$ cat config.mk
export PLATFORM = sky130hd
export DESIGN_NAME = tprune_thresh
export DESIGN_NICKNAME = d
export VERILOG_FILES = /design/src/rtl/tpt_pkg.sv /design/src/rtl/tpt_ctrl.sv /design/src/rtl/tpt_cluster_min.sv /design/src/rtl/tpt_datapath.sv /design/src/rtl/tprune_thresh.sv
export SDC_FILE = /design/constraint.sdc
export NUM_CORES = 2
export LEC_CHECK = 0
export BUFFER_PORTS_ARGS = -buffer_cell sky130_fd_sc_hd__buf_2
export CORE_MARGIN = 4
export CORE_UTILIZATION = 38
export DETAILED_ROUTE_END_ITERATION = 12
export GPL_TIMING_DRIVEN = 0
export SYNTH_ARGS = -nofsm -noshare
export SYNTH_HDL_FRONTEND = slang
export SYNTH_SLANG_ARGS = --single-unit
export TNS_END_PERCENT = 50
$ cat constraint.sdc
create_clock -name clk -period 33.4 [get_ports clk]
set_clock_uncertainty 0.1 [all_clocks]
set_input_delay 5.01 -clock clk [delete_from_list [all_inputs] [get_ports clk]]
set_output_delay 5.01 -clock clk [all_outputs]
set_load 0.01 [all_outputs]
$ cat src/rtl/tpt_pkg.sv
package tpt_pkg;
  localparam int NUM_CLUSTERS = 4;

  typedef struct packed {
    logic clear;   // clear the pipeline registers
    logic primed;  // both pipeline stages hold data of this run
  } tpt_strobe_t;
endpackage

$ cat src/rtl/tpt_ctrl.sv
module tpt_ctrl
  import tpt_pkg::*;
#(
  parameter int FILL_STEPS = 2
) (
  input  logic        clk,
  input  logic        rst,
  output tpt_strobe_t strobes
);
  localparam int CW = $clog2(FILL_STEPS + 1);

  logic [CW-1:0] fillCnt;

  always_ff @(posedge clk) begin
    if (rst) fillCnt <= '0;
    else if (fillCnt != CW'(FILL_STEPS)) fillCnt <= fillCnt + 1'b1;
  end

  always_comb begin
    strobes.clear  = rst;
    strobes.primed = (fillCnt == CW'(FILL_STEPS)) && !rst;
  end
endmodule

$ cat src/rtl/tpt_cluster_min.sv
module tpt_cluster_min #(
  parameter int PMW    = 12,
  parameter int NSTATE = 64
) (
  input  logic [NSTATE*PMW-1:0]  pmFlat,
  output logic [3:0][PMW-1:0]    clusterMin
);
  localparam int CSZ   = NSTATE / 4;
  localparam int GROUP = 4;
  localparam int NSUB  = CSZ / GROUP;

  function automatic logic [PMW-1:0] min4(input logic [PMW-1:0] a, input logic [PMW-1:0] b,
                                          input logic [PMW-1:0] c, input logic [PMW-1:0] d);
    logic [PMW-1:0] ab, cd;
    ab = (a < b) ? a : b;
    cd = (c < d) ? c : d;
    return (ab < cd) ? ab : cd;
  endfunction

  for (genvar c = 0; c < 4; c++) begin : g_cluster
    // member k of cluster c sits at state 4*k + {c[0], c[1]}
    localparam int LOW = ((c & 1) << 1) | ((c >> 1) & 1);
    logic [PMW-1:0] subMin [NSUB];
    for (genvar q = 0; q < NSUB; q++) begin : g_first
      assign subMin[q] = min4(pmFlat[((4*(GROUP*q+0))+LOW)*PMW +: PMW],
                              pmFlat[((4*(GROUP*q+1))+LOW)*PMW +: PMW],
                              pmFlat[((4*(GROUP*q+2))+LOW)*PMW +: PMW],
                              pmFlat[((4*(GROUP*q+3))+LOW)*PMW +: PMW]);
    end
    assign clusterMin[c] = min4(subMin[0], subMin[1], subMin[2], subMin[3]);
  end
endmodule

$ cat src/rtl/tpt_datapath.sv
module tpt_datapath
  import tpt_pkg::*;
#(
  parameter int PMW        = 12,
  parameter int BMW        = 8,
  parameter int NSTATE     = 64,
  parameter int NBM        = 16,
  parameter int TW         = 6,
  parameter int MIN_MARGIN = 3
) (
  input  logic                  clk,
  input  tpt_strobe_t           strobes,
  input  logic [NSTATE*PMW-1:0] pmFlat,
  input  logic [NBM*BMW-1:0]    bmFlat,
  input  logic [TW-1:0]         margin,
  output logic [PMW-1:0]        threshold,
  output logic [NSTATE-1:0]     keepFlags
);
  localparam int SW = PMW + 2;
  localparam logic [SW-1:0] PM_MAX = SW'({PMW{1'b1}});

  logic [3:0][PMW-1:0] clusterNow;
  logic [PMW-1:0]      clusterReg [NUM_CLUSTERS];
  logic [BMW-1:0]      groupMin   [NUM_CLUSTERS];
  logic [BMW-1:0]      evenMin, oddMin;
  logic [SW-1:0]       aNext, bNext, aReg, bReg;
  logic [SW-1:0]       bestPred, rawThr;
  logic [TW-1:0]       effMargin;
  logic [PMW-1:0]      thrSat;

  function automatic logic [SW-1:0] addCb(input logic [PMW-1:0] c, input logic [BMW-1:0] b);
    return SW'(c) + SW'(b);
  endfunction

  function automatic logic [SW-1:0] min2(input logic [SW-1:0] a, input logic [SW-1:0] b);
    return (a < b) ? a : b;
  endfunction

  tpt_cluster_min #(.PMW(PMW), .NSTATE(NSTATE)) u_cmin (
    .pmFlat    (pmFlat),
    .clusterMin(clusterNow)
  );

  // group and parity minima of the branch metrics presented this step
  always_comb begin
    for (int g = 0; g < NUM_CLUSTERS; g++) groupMin[g] = '1;
    evenMin = '1;
    oddMin  = '1;
    for (int j = 0; j < NBM; j++) begin
      if (bmFlat[j*BMW +: BMW] < groupMin[{j[0], j[1]}])
        groupMin[{j[0], j[1]}] = bmFlat[j*BMW +: BMW];
      if (j[0]) begin
        if (bmFlat[j*BMW +: BMW] < oddMin) oddMin = bmFlat[j*BMW +: BMW];
      end else begin
        if (bmFlat[j*BMW +: BMW] < evenMin) evenMin = bmFlat[j*BMW +: BMW];
      end
    end
  end

  // second look-ahead step: registered cluster minima plus group minima
  always_comb begin
    aNext = min2(min2(addCb(clusterReg[0], groupMin[0]), addCb(clusterReg[1], groupMin[1])),
                 min2(addCb(clusterReg[2], groupMin[3]), addCb(clusterReg[3], groupMin[2])));
    bNext = min2(min2(addCb(clusterReg[0], groupMin[1]), addCb(clusterReg[1], groupMin[0])),
                 min2(addCb(clusterReg[2], groupMin[2]), addCb(clusterReg[3], groupMin[3])));
  end

  always_ff @(posedge clk) begin
    if (strobes.clear) begin
      for (int c = 0; c < NUM_CLUSTERS; c++) clusterReg[c] <= '0;
      aReg <= '0;
      bReg <= '0;
    end else begin
      for (int c = 0; c < NUM_CLUSTERS; c++) clusterReg[c] <= clusterNow[c];
      aReg <= aNext;
      bReg <= bNext;
    end
  end

  // final step and saturating threshold
  always_comb begin
    bestPred  = min2(aReg + SW'(evenMin), bReg + SW'(oddMin));
    effMargin = (margin < TW'(MIN_MARGIN)) ? TW'(MIN_MARGIN) : margin;
    rawThr    = bestPred + SW'(effMargin);
    thrSat    = (rawThr > PM_MAX) ? {PMW{1'b1}} : rawThr[PMW-1:0];
    threshold = strobes.primed ? thrSat : {PMW{1'b1}};
  end

  for (genvar i = 0; i < NSTATE; i++) begin : g_purge
    assign keepFlags[i] = !strobes.primed || (pmFlat[i*PMW +: PMW] <= thrSat);
  end
endmodule

$ cat src/rtl/tprune_thresh.sv
module tprune_thresh
  import tpt_pkg::*;
#(
  parameter int PMW        = 12,
  parameter int BMW        = 8,
  parameter int NSTATE     = 64,
  parameter int NBM        = 16,
  parameter int TW         = 6,
  parameter int MIN_MARGIN = 3
) (
  input  logic                  clk,
  input  logic                  rst,
  input  logic [NSTATE*PMW-1:0] pathMetrics,
  input  logic [NBM*BMW-1:0]    branchMetrics,
  input  logic [TW-1:0]         margin,
  output logic [PMW-1:0]        threshold,
  output logic [NSTATE-1:0]     keepFlags
);
  tpt_strobe_t strobes;

  tpt_ctrl #(.FILL_STEPS(2)) u_ctrl (
    .clk    (clk),
    .rst    (rst),
    .strobes(strobes)
  );

  tpt_datapath #(
    .PMW(PMW), .BMW(BMW), .NSTATE(NSTATE), .NBM(NBM), .TW(TW), .MIN_MARGIN(MIN_MARGIN)
  ) u_dp (
    .clk      (clk),
    .strobes  (strobes),
    .pmFlat   (pathMetrics),
    .bmFlat   (branchMetrics),
    .margin   (margin),
    .threshold(threshold),
    .keepFlags(keepFlags)
  );
endmodule

==> results summary <==
The number of global-route vias before repair is 61285. The met1 layer wirelength in the final routing came out at 111 mm. The number of CTS-inserted buffers came out at 9.

The synthesized design spends more area on one cell type than any other, namely ha_1. The worst setup path is captured at a primary output. The post-route clock period utilization is 0.963.

The post-detailed-route wirelength per cell came out at 25.9 um. The number of synthesized flops with an enable pin came out at 0. The number of pins exceeding their max-slew limit in the final report is 12. The initial antenna violation count is 186. The average vias per placed instance came out at 5.91. The leading register cell type out of synthesis is dfxtp_1.

The pin count of the biggest net entering global routing is 34. The first-pass iteration count of the detailed router is 7. From synthesis to final layout, the design area changed by 16.1%. The detail route stage leaves a number of antenna-violating nets equal to 0. Yosys attributes the largest share of cell area to ha_1 (36%), mux2i_1 (7.7%), a21oi_1 (5.6%), inv_1 (5.2%), a21o_1 (5.2%). The mapped netlist covers 57400 um2. At the end of routability-driven placement, the weighted congestion stood at 0.997.

For this design the top-level I/O count stands at 980. The number of failing setup endpoints in the final timing report is 0. By instance count, the leading cell after synthesis is ha_1.

Data arrives at the worst endpoint at 27.07 ns. The flow ran to the end, but the final reports show violations. The routed length on met2 came out at 125 mm. The TritonCTS clock tree is yes. After detailed routing, the met3 layer carries 24.8 mm of wire. Sorting the synthesized cells by how often they occur yields ha_1 (1640), inv_1 (798), a21oi_1 (640). The number of nets produced by synthesis came out at 10147. The fraction of final layout cells with drive strength greater than 1 is 0.146. The die width came out at 397 um.

The number of hold violations in the final report is 0. The count of buffers inserted at the top-level ports came out at 979. The critical path class is primary input to primary output. The most numerous cell type found on the critical path is a21o_1.

The placeable core area came out at 150000 um2. The average cell area after synthesis is 7.55 um2. Once layout is complete, the utilization of the core stands at 0.444. STA classifies the critical path startpoint as a primary input. The flop and latch count out of synthesis is 76.

After detailed placement, the total cell area comes to 65600 um2. Detailed placement ended at an HPWL of 240 mm. Max-cap violations in this run came to 1. The maximum number of buffers from clock root to sink came out at 2. The shortest period the worst path allows is 32.18 ns. The overflow left after global routing came out at 0. The tightest min-delay check is of the register to register type. The fill cell instance count of the final layout came out at 15416. The count of different cell masters after synthesis came out at 87. The die covers 157000 um2. The clock-pin slew on the worst setup and hold paths came out at 0.06 ns. The summed area of non-filler cells in the final layout is 66600 um2.

The row count came out at 142. The total routing usage reported by global routing came out at 0.336. The first global-routing pass estimated 398 mm of wire.

The tree is rooted in a clkbuf_16. The checks that failed: capacitance limit, slew limit. Clock latency on the worst-skew pair, taken at its later pin, is 0.36 ns. The part of the Yosys area used for sequential elements came out at 0.0265. The DRC violation count after routing came out at 0.

Counting flops with an async set or reset pin after synthesis yields a share of 0. The initial core utilization came out at 0.382. The total via count after detailed routing is 63899. The slowest stage of the critical path is the buf_4 cell.

The area share of the leading cell type in the synthesized netlist is 0.358. The slew at the pin closest to its max-slew limit came out at 1.57 ns. The number of buffers added to fix hold violations after cts is 0. The number of warning messages in the yosys log is 0. The total clock sinks came out at 76. Setup repair after global routing could not meet its margin everywhere. The number of nets at the end of the flow is 11198. The final wirelength came out at 280 mm. Static timing analysis puts the maximum clock frequency at 31.1 MHz.

The chip height is 397 um. The largest stage delay on the critical path is 0.48 ns. The first-iteration detailed-routing DRC count came out at 5378.

The H-tree was split into 3 levels. The critical path required time is 28.29 ns. Routed signal wires occupy layers up through met5. The worst-case headroom to the max-slew limit came out at -0.0477. Along the worst path, the maximum fanout reaches 19. In the synthesized netlist, the number of instances is 7592.
## logic make-up (layout without fill, tap and decap cells)
group / after synthesis / after routing / share of synthesized area
DFF: 76 / 76 / 0.0265
and+or+nand+nor: 1844 / 1845 / 0.160
other: 0 / 142 / 0
adders and majority gates: 1744 / 1744 / 0.378
xor gates and xnor gates: 238 / 238 / 0.0363
AOI/OAI and AO/OA: 2173 / 2173 / 0.240
buffers and inverters: 995 / 2049 / 0.0659
muxes: 522 / 522 / 0.0931
## stage by stage
step / setup TNS [ns] / hold WS (ns) / setup WS, ns / cells
final: 0 / 0.405 / 1.22 / 10805
after global routing: -0.160 / 0.442 / -0.0732 / 10749
after CTS: 0 / 0.405 / 0.0512 / 10640
after detailed placement: -19.50 / 0.391 / -1.16 / 10624
after global placement: -498.45 / 0.371 / -7.60 / 10587
after floorplan: 0 / 0.358 / 2.81 / 7592
## metal layers
layer  vias to the layer above  global-route usage
li1                      30294                   -
met1                     30049               0.406
met2                      2775               0.550
met3                       723              0.0697
met4                        58               0.199
met5                         -                   0
## worst paths after layout
| kind | start | end | slack [ns] | cells after the start |
|---|---|---|---|---|
| max | branchMetrics[7] | keepFlags[12] | 1.22 | 96 |
| min | u_ctrl.fillCnt[1] | u_ctrl.fillCnt[1] | 0.40 | 2 |
| max reg2reg | u_dp.clusterReg[0][1] | u_dp.bReg[11] | 25.78 | 31 |
| min reg2reg | u_ctrl.fillCnt[1] | u_ctrl.fillCnt[1] | 0.40 | 2 |
## worst max-delay path: cells and delay by family
kind            cells  cell delay, ns
compound gates     48           10.52
fa+ha+maj          11            3.22
buf+inv            18            4.63
mux                 4            1.31
simple gates       15            2.24
## state kept, by name, indices dropped and copies added, names as in the netlist
register / count
u_dp.clusterReg: 48
u_dp.aReg: 13
u_dp.bReg: 13
u_ctrl.fillCnt: 2
## final cells by class
cell class	count	area, um2	share of cell area
clock buffers	9	225	0.00338
inverters	798	3000	0.0450
clock inverters	6	87.6	0.00131
multi-input cells	6522	52200	0.783
repair buffers	1041	5880	0.0882
flip-flops and latches	76	1520	0.0228
diodes	142	355	0.00534
well taps	2016	2520	0.0379
plain buffers	195	847	0.0127
## layout by cell type (no fill, tap or decap), types with 20 or more instances in the layout
cell,instances
o21bai_1,21
nand4_1,160
a21o_1,396
and4_1,56
buf_2,994
xor2_1,52
clkbuf_1,130
mux2_2,81
diode_2,142
xnor2_1,184
ha_1,1640
and2_1,33
nor4_1,89
nor2_1,475
dfxtp_1,76
a21boi_0,51
nand2b_1,129
and3_1,26
o41ai_1,24
inv_1,798
nand3_1,112
a21oi_1,640
o31ai_1,32
or3_1,44
o211ai_1,77
o21a_1,69
buf_12,32
mux2i_1,439
nor3_1,74
nand2_1,438
a221oi_1,20
or2_2,29
a211o_1,26
o2bb2ai_1,26
a211oi_1,50
a31oi_1,90
nor2b_1,139
o21ai_0,489
maj3_1,91
buf_4,31
## what timing repair did
action	4_1_cts	5_1_grt
gates cloned	0	1
setup endpoints to repair	47	72
buffers inserted	2	23
resized for setup	12	34
pin swaps	1	11
Power is left out: the tool's default activity adds up to more than one toggle a clock period on the data nets, which glitch-free logic cannot reach.
